File: config.mk
export PLATFORM = sky130hd
export DESIGN_NAME = ram_delay_line
export DESIGN_NICKNAME = d
export VERILOG_FILES = /design/src/rtl/dlr_pkg.sv /design/src/rtl/dlr_ptr_ctr.sv /design/src/rtl/dlr_dpram.sv /design/src/rtl/dlr_fill_track.sv /design/src/rtl/ram_delay_line.sv
export SDC_FILE = /design/constraint.sdc
export NUM_CORES = 1
export LEC_CHECK = 0
export BUFFER_PORTS_ARGS = -buffer_cell sky130_fd_sc_hd__buf_4
export CAP_MARGIN = 40
export CORE_ASPECT_RATIO = 0.6
export CORE_MARGIN = 2
export CORE_UTILIZATION = 60
export CTS_CLUSTER_SIZE = 25
export DETAILED_ROUTE_END_ITERATION = 6
export PLACE_DENSITY = 0.78
export SKIP_CTS_REPAIR_TIMING = 1
export SYNTH_ARGS = -nofsm -noshare
export SYNTH_HDL_FRONTEND = slang
export SYNTH_SLANG_ARGS = --single-unit
File: constraint.sdc
create_clock -name clk_i -period 2.1 [get_ports clk_i]
set_clock_uncertainty 0.05 [all_clocks]
set_input_delay 0 -clock clk_i [delete_from_list [all_inputs] [get_ports clk_i]]
set_output_delay 0 -clock clk_i [all_outputs]
set_load 0.02 [all_outputs]
File: src/rtl/dlr_pkg.sv
package dlr_pkg;

    // Fill tracker state: counting edges after reset, or holding a full window.
    typedef enum logic [0:0] {
        FILL_COUNT = 1'b0,
        FILL_READY = 1'b1
    } fill_state_e;

endpackage

File: src/rtl/dlr_ptr_ctr.sv
module dlr_ptr_ctr #(
    parameter int unsigned AW        = 4,
    parameter logic [AW-1:0] START   = '0
) (
    input  logic          clk_i,
    input  logic          rst_i,
    output logic [AW-1:0] ptr_o
);

    typedef struct packed {
        logic [AW-1:0] ptr;
    } ctr_t;

    ctr_t st_d, st_q;

    // Free-running modulo-2**AW address: wraps naturally at the width.
    always_comb begin
        st_d     = st_q;
        st_d.ptr = st_q.ptr + AW'(1);
        if (rst_i) begin
            st_d.ptr = START;
        end
    end

    always_ff @(posedge clk_i) begin
        st_q <= st_d;
    end

    assign ptr_o = st_q.ptr;

endmodule

File: src/rtl/dlr_dpram.sv
module dlr_dpram #(
    parameter int unsigned AW = 4,
    parameter int unsigned DW = 8
) (
    input  logic          clk_i,
    input  logic [AW-1:0] waddr_i,
    input  logic [DW-1:0] wdata_i,
    input  logic [AW-1:0] raddr_i,
    output logic [DW-1:0] rdata_o
);

    localparam int unsigned DEPTH = 1 << AW;

    logic [DW-1:0] mem_q [DEPTH];
    logic [DW-1:0] rdata_q;

    // One write and one registered read per edge; a read of the slot being
    // written returns the previous contents.
    always_ff @(posedge clk_i) begin
        mem_q[waddr_i] <= wdata_i;
        rdata_q        <= mem_q[raddr_i];
    end

    assign rdata_o = rdata_q;

endmodule

File: src/rtl/dlr_fill_track.sv
module dlr_fill_track
    import dlr_pkg::*;
#(
    parameter int unsigned AW = 4
) (
    input  logic clk_i,
    input  logic rst_i,
    output logic valid_o
);

    localparam logic [AW-1:0] LAST = '1;

    typedef struct packed {
        fill_state_e   state;
        logic [AW-1:0] cnt;
    } fill_t;

    fill_t st_d, st_q;

    always_comb begin
        st_d = st_q;
        unique case (st_q.state)
            FILL_COUNT: begin
                st_d.cnt = st_q.cnt + AW'(1);
                if (st_q.cnt == LAST) begin
                    st_d.state = FILL_READY;
                end
            end
            FILL_READY: begin
                st_d.cnt = st_q.cnt;
            end
            default: st_d.state = FILL_COUNT;
        endcase
        if (rst_i) begin
            st_d.state = FILL_COUNT;
            st_d.cnt   = '0;
        end
    end

    always_ff @(posedge clk_i) begin
        st_q <= st_d;
    end

    assign valid_o = (st_q.state == FILL_READY);

endmodule

File: src/rtl/ram_delay_line.sv
module ram_delay_line #(
    parameter int unsigned ADDR_W = 4,
    parameter int unsigned DATA_W = 8
) (
    input  logic              clk_i,
    input  logic              rst_i,
    input  logic [DATA_W-1:0] din_i,
    output logic [DATA_W-1:0] dout_o,
    output logic              valid_o
);

    localparam logic [ADDR_W-1:0] RD_START = '0;
    localparam logic [ADDR_W-1:0] WR_START = '1;

    logic [ADDR_W-1:0] rd_ptr;
    logic [ADDR_W-1:0] wr_ptr;
    logic [DATA_W-1:0] ram_rdata;
    logic              fill_ok;

    dlr_ptr_ctr #(.AW(ADDR_W), .START(RD_START)) u_rd_ptr (
        .clk_i (clk_i),
        .rst_i (rst_i),
        .ptr_o (rd_ptr)
    );

    dlr_ptr_ctr #(.AW(ADDR_W), .START(WR_START)) u_wr_ptr (
        .clk_i (clk_i),
        .rst_i (rst_i),
        .ptr_o (wr_ptr)
    );

    dlr_dpram #(.AW(ADDR_W), .DW(DATA_W)) u_ram (
        .clk_i   (clk_i),
        .waddr_i (wr_ptr),
        .wdata_i (din_i),
        .raddr_i (rd_ptr),
        .rdata_o (ram_rdata)
    );

    dlr_fill_track #(.AW(ADDR_W)) u_fill (
        .clk_i   (clk_i),
        .rst_i   (rst_i),
        .valid_o (fill_ok)
    );

    assign valid_o = fill_ok;
    assign dout_o  = fill_ok ? ram_rdata : '0;

endmodule

# == Word level (Yosys, flattened, before mapping) ==
# Memory sizes are Yosys's and may differ from the RTL's. A register that Yosys moved wholly into a read port is not among the register bits.
# Cells that the tools add are included.
# word_totals
ff_bits,13
mem_bits_rw,128
output_inout_bits,9
wordCells,13
n_memories,1
# op_classes
addsub,3
eq_ne,1
muxes,4
# mem_list
name,words,width,rd,rd_clocked_by_memory_dff,write_ports,line,rtl
u_ram.mem_q,16,8,1,1,1,dlr_dpram.sv:14,logic [DW-1:0] mem_q [DEPTH];
# ops
cell,n
adder 4 x 1 -> 4 bit (second input constant),3
two-way mux 8 bit,1
equality test 4 bit (second input constant),1
two-way mux 4 bit,1
two-way mux 1 bit,2

# == Depth between registers and ports, before layout ==
# Gate-level depths: netlist of run 1.
# logic_depth
depth_word,3
depth_mapped,7
mapped_depth_nobuf,4

# == Cells and area by module ==
# From an unflattened synthesis of run 1, not the netlist that was laid out.
# hier_totals
hier_cells,279
area_unflattened_um2,5672.9
# modules_own_cells
mod,instances,cells_per_inst,area_each_um2,seq_area_each_um2
dlr_dpram,1,228,5139.9,4003.8
dlr_fill_track,1,18,188.9,100.1
dlr_ptr_ctr (u_rd_ptr),1,13,150.1,80.1
dlr_ptr_ctr (u_wr_ptr),1,12,143.9,80.1
ram_delay_line,1,8,50.0,0.0

# == Least setup slack after synthesis of run 1 ==
# Ideal clock, no wire load.
# synth_timing
path_kind,register to register
startpoint,register u_rd_ptr.st_q (netlist bit u_rd_ptr.ptr_o[1])
endpoint,"register u_ram.rdata_q[5], in the netlist u_ram.rdata_o[5], read port of u_ram.mem_q"
arrival_time_ns,1.369
required_time_ns,1.930
slack_ns,0.561
stages_incl_launch_ff,6
n_path_buf,2
period_less_slack_ns,1.539
cell_sequence,dfxtp_1 > buf_4 > clkbuf_1 > mux4_2 > a22oi_1 > nand2_1
# synth_lines
item,line,rtl
"start, declared",dlr_ptr_ctr.sv:14,"ctr_t st_d, st_q;"
"start signal, assigned",dlr_ptr_ctr.sv:26,st_q <= st_d;
"end, declared",dlr_dpram.sv:15,logic [DW-1:0] rdata_q;

==> report_table.html, run 1 <==
<table>
<tr><th>Metric</th><th>Value</th></tr>
<tr><th colspan="2">Run status</th></tr>
<tr><td>Run status</td><td>finished clean</td></tr>
<tr><th colspan="2">Floorplanning</th></tr>
<tr><td>Initial core utilization</td><td>0.6259</td></tr>
<tr><td>Std-Cell Core Area</td><td>9324 sq um</td></tr>
<tr><td>Die outline width</td><td>between 100 and 150 microns</td></tr>
<tr><td>IO Pins</td><td>19</td></tr>
<tr><td>DIE AREA</td><td>10,560 sq um</td></tr>
<tr><td>FP Rows</td><td>27</td></tr>
<tr><td>Chip height</td><td>between 80 and 90 microns</td></tr>
<tr><th colspan="2">CTS</th></tr>
<tr><td>Clk sink count</td><td>roughly 150</td></tr>
<tr><td>CTS tree</td><td>yes</td></tr>
<tr><td>Clock root buffer master</td><td>clkbuf_16</td></tr>
<tr><td>CTS H-Tree Depth</td><td>4</td></tr>
<tr><td>Clock transition time at the flip-flop clock pins of the worst setup and hold paths</td><td>0.06 ns</td></tr>
<tr><td>Skew-Pair Late Insertion Delay</td><td>approximately 0.4 ns</td></tr>
<tr><td>Deepest clock path buffer count</td><td>2</td></tr>
<tr><td>Num CTS Buffers</td><td>17</td></tr>
<tr><th colspan="2">STA</th></tr>
<tr><td>Rel. slew slack</td><td>0.6216</td></tr>
<tr><td>Final setup violating endpoints</td><td>0</td></tr>
<tr><td>Minimum period implied by the final worst setup slack</td><td>1.861 ns</td></tr>
<tr><td>Worst hold-check slack</td><td>0.3643 ns</td></tr>
<tr><td>Max Clk Rate</td><td>about 540 MHz</td></tr>
<tr><td>Min setup slack post-route</td><td>0.2394 ns</td></tr>
<tr><td>Max Transition Viols Final</td><td>0</td></tr>
<tr><td>Slew of the pin with the lowest slew margin</td><td>between 0.5 and 0.6 ns</td></tr>
<tr><td>Final-report hold violation count</td><td>0</td></tr>
<tr><td>Total negative slack</td><td>0 ns</td></tr>
<tr><td>Unrepaired setup endpoints after global routing</td><td>false</td></tr>
<tr><td>Share of the cycle needed by the critical path after routing</td><td>0.8860</td></tr>
<tr><th colspan="2">Setup path</th></tr>
<tr><td>Capturing element type of the critical path</td><td>flip-flop</td></tr>
<tr><td>Stage delay of the slowest cell on the critical path</td><td>between 0.5 and 0.6 ns</td></tr>
<tr><td>Crit Path Class</td><td>flip-flop to flip-flop</td></tr>
<tr><td>Slowest cell on the critical path</td><td>a221oi_1</td></tr>
<tr><td>Slack of the worst reg-to-reg path</td><td>0.24 ns</td></tr>
<tr><td>Dominant delay contributor by cell family on the critical path</td><td>compound AO/OA/AOI/OAI gates</td></tr>
<tr><td>Setup crit start kind</td><td>flip-flop</td></tr>
<tr><td>Critical register-to-register path startpoint</td><td>u_rd_ptr.ptr_o[2]</td></tr>
<tr><td>Critical path data required time</td><td>2.40 ns</td></tr>
<tr><td>Length in cells of the worst reg-to-reg path</td><td>5</td></tr>
<tr><td>Buffers &amp; Inverters on Critical Path</td><td>1</td></tr>
<tr><td>Ordered cell list for the critical path</td><td>nor2b_1, buf_4, a221oi_1, o21ai_0, nand2_1</td></tr>
<tr><td>Largest fanout on the critical path</td><td>16</td></tr>
<tr><td>Capturing point of the worst reg2reg path</td><td>u_ram.rdata_o[0]</td></tr>
<tr><td>Data arrival time of the critical path</td><td>2.16 ns</td></tr>
<tr><th colspan="2">GRT</th></tr>
<tr><td>Global-route wire length before repair</td><td>17,170 microns</td></tr>
<tr><td>Total global routing track utilization</td><td>0.2354</td></tr>
<tr><td>Residual overflow from global routing</td><td>0</td></tr>
<tr><td>Largest net degree at the start of global routing</td><td>26</td></tr>
<tr><td>Number of global-route vias before repair</td><td>2,868</td></tr>
<tr><td>Number of antenna violations at the first check in global routing</td><td>0</td></tr>
<tr><th colspan="2">Layout</th></tr>
<tr><td>Area of all sequential standard cells</td><td>4265 sq um</td></tr>
<tr><td>Proportion of layout cells with a drive suffix above 1</td><td>0.2137</td></tr>
<tr><td>Highest-count cells in the layout ignoring fill and taps</td><td>edfxtp_1, mux2i_1, buf_4</td></tr>
<tr><td>Post-layout net count</td><td>368</td></tr>
<tr><td>Count of inserted antenna diode cells</td><td>0</td></tr>
<tr><td>Area of the multi-input gates</td><td>between 1000 and 1500 sq um</td></tr>
<tr><td>Post-route core utilization</td><td>0.7236</td></tr>
<tr><td>Layout overhead on the synthesized area</td><td>15.61%</td></tr>
<tr><td>Fill cell instance count of the final layout</td><td>593</td></tr>
<tr><td>Most common cell after layout, fill and taps aside</td><td>edfxtp_1</td></tr>
<tr><th colspan="2">Synthesis</th></tr>
<tr><td>Yosys top cell area share</td><td>0.6587</td></tr>
<tr><td>Synth Instances</td><td>318</td></tr>
<tr><td>Synth Area per Inst</td><td>18.35 sq um</td></tr>
<tr><td>Cell accounting for the most synthesized area</td><td>edfxtp_1</td></tr>
<tr><td>Warnings from Yosys</td><td>0</td></tr>
<tr><td>Number of synthesized register bits</td><td>149</td></tr>
<tr><td>Sequential element share of the synthesized area</td><td>0.7307</td></tr>
<tr><td>Area contributors post-synth</td><td>edfxtp_1, dfxtp_1, mux4_2</td></tr>
<tr><td>Mapped Area</td><td>just under 6000 sq um</td></tr>
<tr><td>Net count of the mapped netlist</td><td>about 330</td></tr>
<tr><td>Library cells used by synthesis</td><td>29</td></tr>
<tr><th colspan="2">Routing</th></tr>
<tr><td>Aggregate routed wire length</td><td>11,340 microns</td></tr>
<tr><td>Drt initial violations</td><td>between 300 and 400</td></tr>
<tr><td>DR vias/cell</td><td>5.947</td></tr>
<tr><td>Routed length per placed instance</td><td>22.90 microns</td></tr>
<tr><td>Number of iterations in the first detailed-routing pass</td><td>5</td></tr>
<tr><td>DRC violations left</td><td>0</td></tr>
<tr><td>Number of antenna-violating nets in the routed design</td><td>0</td></tr>
<tr><td>Total via count in the routed design</td><td>between 2,000 and 3,000</td></tr>
<tr><th colspan="2">Min path</th></tr>
<tr><td>Hold Path End</td><td>u_rd_ptr.ptr_o[2]</td></tr>
<tr><td>Hold path depth</td><td>3</td></tr>
<tr><td>HP Class</td><td>input pin to flip-flop</td></tr>
<tr><td>Beginning of the worst hold path</td><td>rst_i</td></tr>
<tr><th colspan="2">Place</th></tr>
<tr><td>PortBufs</td><td>18</td></tr>
<tr><td>Dpl ws</td><td>0.3209 ns</td></tr>
<tr><td>RePlAce Congestion</td><td>slightly below 0.8</td></tr>
<tr><td>Estimated wirelength of the detail-placed design</td><td>6965 microns</td></tr>
<tr><th colspan="2">Run</th></tr>
<tr><td>Maxcap violations</td><td>0</td></tr>
<tr><th colspan="2">Power</th></tr>
<tr><td>Leakage</td><td>0.002367 uW</td></tr>
<tr><td>Max rail drop VDD</td><td>between 0.0007 and 0.0008 V</td></tr>
<tr><td>Power density over the cells</td><td>1017 nW/um^2</td></tr>
<tr><td>Overall power consumption</td><td>about 7000 uW</td></tr>
</table>
-- cells in the mapped netlist (all sizes together) --
library cell	instances
mux2i	33
a31oi	1
dfxtp	21
edfxtp	128
nor2	9
and3	4
nand2b	3
mux4	16
or2	1
buf	12
a22oi	8
o21ai	8
nor2b	5
xnor2	4
and2	21
inv	3
a221oi	16
clkbuf	5
xor2	3
ha	6
nand4b	1
nand3	1
nand2	9
-- per-layer routing --
metal  track usage  share of wire
met1        0.3521           0.47
met2        0.3405           0.44
met3       0.06629          0.086
met4       0.07174          0.010
met5             0              0
-- where the power goes --
part	internal (uW)	switching (uW)	total, uW
logic	186	281	467
clock network	1850	1070	2920
registers	3400	68.7	3470
total	5440	1420	6860
-- stage by stage --
step	area, sq um	std cells
2_1_floorplan	5836	318
3_3_place_gp	6070	454
3_5_place_dp	6070	454
4_1_cts	6656	486
5_1_grt	6746	495
6_report	6746	495
-- sequential cells by signal (all words and copies together) (netlist names) --
register and cells:
u_ram.rdata_o 8, u_fill.st_q 4, u_rd_ptr.ptr_o 4, u_fill.valid_o 1, u_ram.mem_q 128, u_wr_ptr.ptr_o 4
-- tightest hold or removal path: stages --
cell	delay (ns)
dlygate4sd3_1	0.53
buf_4	0.19
nor2_1	0.06
-- final cells by class --
type / instances / share of cell area
tap: 130 / 0.02411
timing repair buffer: 32 / 0.04266
clock buffer: 31 / 0.08624
multi-input combinational: 149 / 0.2124
inverter: 3 / 0.001669
clock inverter: 1 / 0.0007418
sequential: 149 / 0.6322
-- worst max-delay path by stage --
stage,from,to,slack [ns],cells past startpoint
global route,u_rd_ptr.ptr_o[2],u_ram.rdata_o[0],0.18,5
CTS,u_rd_ptr.ptr_o[2],u_ram.rdata_o[0],0.27,5
floorplan,u_rd_ptr.ptr_o[1],u_ram.rdata_o[5],0.56,5
finish,u_rd_ptr.ptr_o[2],u_ram.rdata_o[0],0.24,5
detailed placement,u_rd_ptr.ptr_o[2],u_ram.rdata_o[0],0.32,5
global placement,u_rd_ptr.ptr_o[2],u_ram.rdata_o[0],0.31,5
-- logic make-up after synthesis --
kind of cell,synth area share
AOI/OAI and AO/OA,0.05296
DFF,0.7307
xor gates and xnor gates,0.01051
buffers and inverters,0.02380
and+or+nand+nor,0.05081
adders and majority gates,0.01286
muxes,0.1184
No activity file was read; power rests on OpenSTA's default activity.
==> run 2: changes to the inputs <==
--- a/config.mk
+++ b/config.mk
@@ -12,8 +12,10 @@
 export CORE_UTILIZATION = 60
 export CTS_CLUSTER_SIZE = 25
 export DETAILED_ROUTE_END_ITERATION = 6
+export MAX_ROUTING_LAYER = met4
 export PLACE_DENSITY = 0.78
 export SKIP_CTS_REPAIR_TIMING = 1
 export SYNTH_ARGS = -nofsm -noshare
 export SYNTH_HDL_FRONTEND = slang
 export SYNTH_SLANG_ARGS = --single-unit
+export TNS_END_PERCENT = 100
==> run 2 against run 1 <==
  * Wire length rose by 0.54%
  * Sequential share of layout area unchanged
  * Sequential power is essentially flat
  * Final area unchanged
  * Die area stayed put
  * Combinational power about the same
  * Power is essentially flat
  * Maximum frequency is 3.2% lower
  * Worst hold slack gained 0.0027 ns
  * Non-clock buffer count is the same
  * Sequential cell count stayed put
  * Global-route usage is 0.73 points higher
  * Critical endpoint unchanged
==> report_table.html, run 2 (synthesis gave the netlist of run 1 again) <==
<table>
<tr><th>Metric</th><th>Value</th></tr>
<tr><th colspan="2">STA</th></tr>
<tr><td>Total negative slack</td><td>0 ns</td></tr>
<tr><td>Max Transition Viols Final</td><td>0</td></tr>
<tr><td>Unrepaired setup endpoints after global routing</td><td>false</td></tr>
<tr><td>Rel. slew slack</td><td>0.6002</td></tr>
<tr><td>Slew of the pin with the lowest slew margin</td><td>0.5997 ns</td></tr>
<tr><td>Minimum period implied by the final worst setup slack</td><td>1.923 ns</td></tr>
<tr><td>Final-report hold violation count</td><td>0</td></tr>
<tr><td>Final setup violating endpoints</td><td>0</td></tr>
<tr><td>Share of the cycle needed by the critical path after routing</td><td>0.9157</td></tr>
<tr><td>Max Clk Rate</td><td>520.1 MHz</td></tr>
<tr><th colspan="2">Place</th></tr>
<tr><td>Instance area at placement</td><td>slightly above 6000 sq um</td></tr>
<tr><td>Total instance count after detailed placement</td><td>454</td></tr>
<tr><td>RePlAce Congestion</td><td>0.7859</td></tr>
<tr><td>Estimated wirelength of the detail-placed design</td><td>6965 microns</td></tr>
<tr><td>PortBufs</td><td>18</td></tr>
<tr><th colspan="2">GRT</th></tr>
<tr><td>Met1 GRT Util</td><td>0.3521</td></tr>
<tr><td>Largest net degree at the start of global routing</td><td>26</td></tr>
<tr><td>Number of global-route vias before repair</td><td>2,853</td></tr>
<tr><td>Met2 GRT Util</td><td>0.3400</td></tr>
<tr><td>Global-route track usage on met3</td><td>0.06376</td></tr>
<tr><td>Busiest metal layer after global routing</td><td>met1</td></tr>
<tr><td>Global-route wire length before repair</td><td>17,190 microns</td></tr>
<tr><td>Number of antenna violations at the first check in global routing</td><td>0</td></tr>
<tr><td>Total global routing track utilization</td><td>0.2427</td></tr>
<tr><td>Residual overflow from global routing</td><td>0</td></tr>
<tr><th colspan="2">Layout</th></tr>
<tr><td>Most common cell after layout, fill and taps aside</td><td>edfxtp_1</td></tr>
<tr><td>Count of inserted antenna diode cells</td><td>0</td></tr>
<tr><td>Max FFs per register</td><td>128</td></tr>
<tr><td>Area of the multi-input gates</td><td>1433 sq um</td></tr>
<tr><td>Post-layout net count</td><td>368</td></tr>
<tr><td>Fill cell instance count of the final layout</td><td>593</td></tr>
<tr><td>Post-route core utilization</td><td>0.7236</td></tr>
<tr><td>Layout overhead on the synthesized area</td><td>15.61%</td></tr>
<tr><td>Area of all placed cells without fillers</td><td>a little under 7000 sq um</td></tr>
<tr><td>Highest-count cells in the layout ignoring fill and taps</td><td>edfxtp_1, mux2i_1, buf_4</td></tr>
<tr><td>Register bank with the most flops</td><td>u_ram.mem_q</td></tr>
<tr><td>Number of non-filler instances in the completed layout</td><td>495</td></tr>
<tr><td>Area of all sequential standard cells</td><td>4265 sq um</td></tr>
<tr><td>Proportion of layout cells with a drive suffix above 1</td><td>0.2137</td></tr>
<tr><th colspan="2">CTS</th></tr>
<tr><td>Skew-Pair Late Insertion Delay</td><td>0.41 ns</td></tr>
<tr><td>Deepest clock path buffer count</td><td>2</td></tr>
<tr><td>Clk sink count</td><td>149</td></tr>
<tr><td>Clock transition time at the flip-flop clock pins of the worst setup and hold paths</td><td>0.06 ns</td></tr>
<tr><td>Clock root buffer master</td><td>clkbuf_16</td></tr>
<tr><td>Num CTS Buffers</td><td>17</td></tr>
<tr><td>CTS H-Tree Depth</td><td>4</td></tr>
<tr><td>CTS tree</td><td>yes</td></tr>
<tr><th colspan="2">Routing</th></tr>
<tr><td>DR vias/cell</td><td>about 6.0</td></tr>
<tr><td>DRC violations left</td><td>0</td></tr>
<tr><td>Number of antenna-violating nets in the routed design</td><td>0</td></tr>
<tr><td>Total via count in the routed design</td><td>between 2,000 and 3,000</td></tr>
<tr><td>Aggregate routed wire length</td><td>11,400 microns</td></tr>
<tr><td>Routed length per placed instance</td><td>around 23 microns</td></tr>
<tr><td>Drt initial violations</td><td>339</td></tr>
<tr><td>Number of iterations in the first detailed-routing pass</td><td>5</td></tr>
<tr><th colspan="2">Floorplanning</th></tr>
<tr><td>Chip height</td><td>80.39 microns</td></tr>
<tr><td>FP Rows</td><td>27</td></tr>
<tr><td>Die outline width</td><td>131.3 microns</td></tr>
<tr><td>Std-Cell Core Area</td><td>between 9000 and 10,000 sq um</td></tr>
<tr><td>Initial core utilization</td><td>0.6259</td></tr>
<tr><td>IO Pins</td><td>19</td></tr>
<tr><td>DIE AREA</td><td>10,560 sq um</td></tr>
<tr><th colspan="2">Run status</th></tr>
<tr><td>Run status</td><td>finished clean</td></tr>
<tr><th colspan="2">Setup path</th></tr>
<tr><td>Crit Path Class</td><td>flip-flop to flip-flop</td></tr>
<tr><td>Largest fanout on the critical path</td><td>16</td></tr>
<tr><td>Setup crit start kind</td><td>flip-flop</td></tr>
<tr><td>Ordered cell list for the critical path</td><td>nor2b_1, buf_4, a221oi_1, o21ai_0, nand2_1</td></tr>
<tr><td>Capturing element type of the critical path</td><td>flip-flop</td></tr>
<tr><td>Slowest cell on the critical path</td><td>a221oi_1</td></tr>
<tr><td>Critical path data required time</td><td>2.40 ns</td></tr>
<tr><td>Stage delay of the slowest cell on the critical path</td><td>0.58 ns</td></tr>
<tr><td>Data arrival time of the critical path</td><td>2.22 ns</td></tr>
<tr><th colspan="2">Min path</th></tr>
<tr><td>HP Class</td><td>input pin to flip-flop</td></tr>
<tr><th colspan="2">Power</th></tr>
<tr><td>Leakage</td><td>around 0.0024 uW</td></tr>
<tr><td>Power density over the cells</td><td>1018 nW/um^2</td></tr>
<tr><td>Max rail drop VDD</td><td>around 0.00074 V</td></tr>
<tr><th colspan="2">Run</th></tr>
<tr><td>Maxcap violations</td><td>0</td></tr>
</table>
[run 2: area by class of cell]
type | count | share of cell area
Sequential cell | 149 | 0.6322
Multi-Input combinational cell | 149 | 0.2124
Clock buffer | 31 | 0.08624
Timing Repair Buffer | 32 | 0.04266
Tap cell | 130 | 0.02411
Inverter | 3 | 0.001669
Clock inverter | 1 | 0.0007418
[run 2: metal layers]
metal / share of wire / vias up
li1: - / 1323
met1: 0.48 / 1507
met2: 0.44 / 114
met3: 0.072 / 16
met4: 0.013 / 0
met5: 0 / -
[run 2: path summary, 6_finish.rpt]
path                     start           endpoint  slack, ns  depth (start not counted)
max reg2reg  u_rd_ptr.ptr_o[2]   u_ram.rdata_o[0]       0.18                          5
min reg2reg  u_wr_ptr.ptr_o[0]  u_wr_ptr.ptr_o[0]       0.41                          1
min                      rst_i  u_rd_ptr.ptr_o[2]       0.37                          3
max          u_rd_ptr.ptr_o[2]   u_ram.rdata_o[0]       0.18                          5
[run 2: per-stage QoR]
stage               setup WS (ns)  hold slack, ns  total power (uW)
floorplan                  0.5608         0.02161              3827
global placement           0.3052          0.2141              3958
detailed placement         0.3209          0.2215              3983
CTS                        0.2655         -0.2105              6880
global route               0.1798          0.3638              7068
finish                     0.1771          0.3671              6865
[run 2: worst max-delay path, delay by kind of cell (launching register included)]
kind,cells,cell delay [ns]
compound gates,2,0.78
flops,1,0.49
simple gates,2,0.33
buf+inv,1,0.21
[run 2: where the power goes]
part           leakage [uW]  total (uW)  internal, uW  switching (uW)
sequential          0.00134        3470          3400            69.1
clock              0.000287        2920          1850            1070
combinational      0.000742         467           186             281
total               0.00237        6860          5440            1420
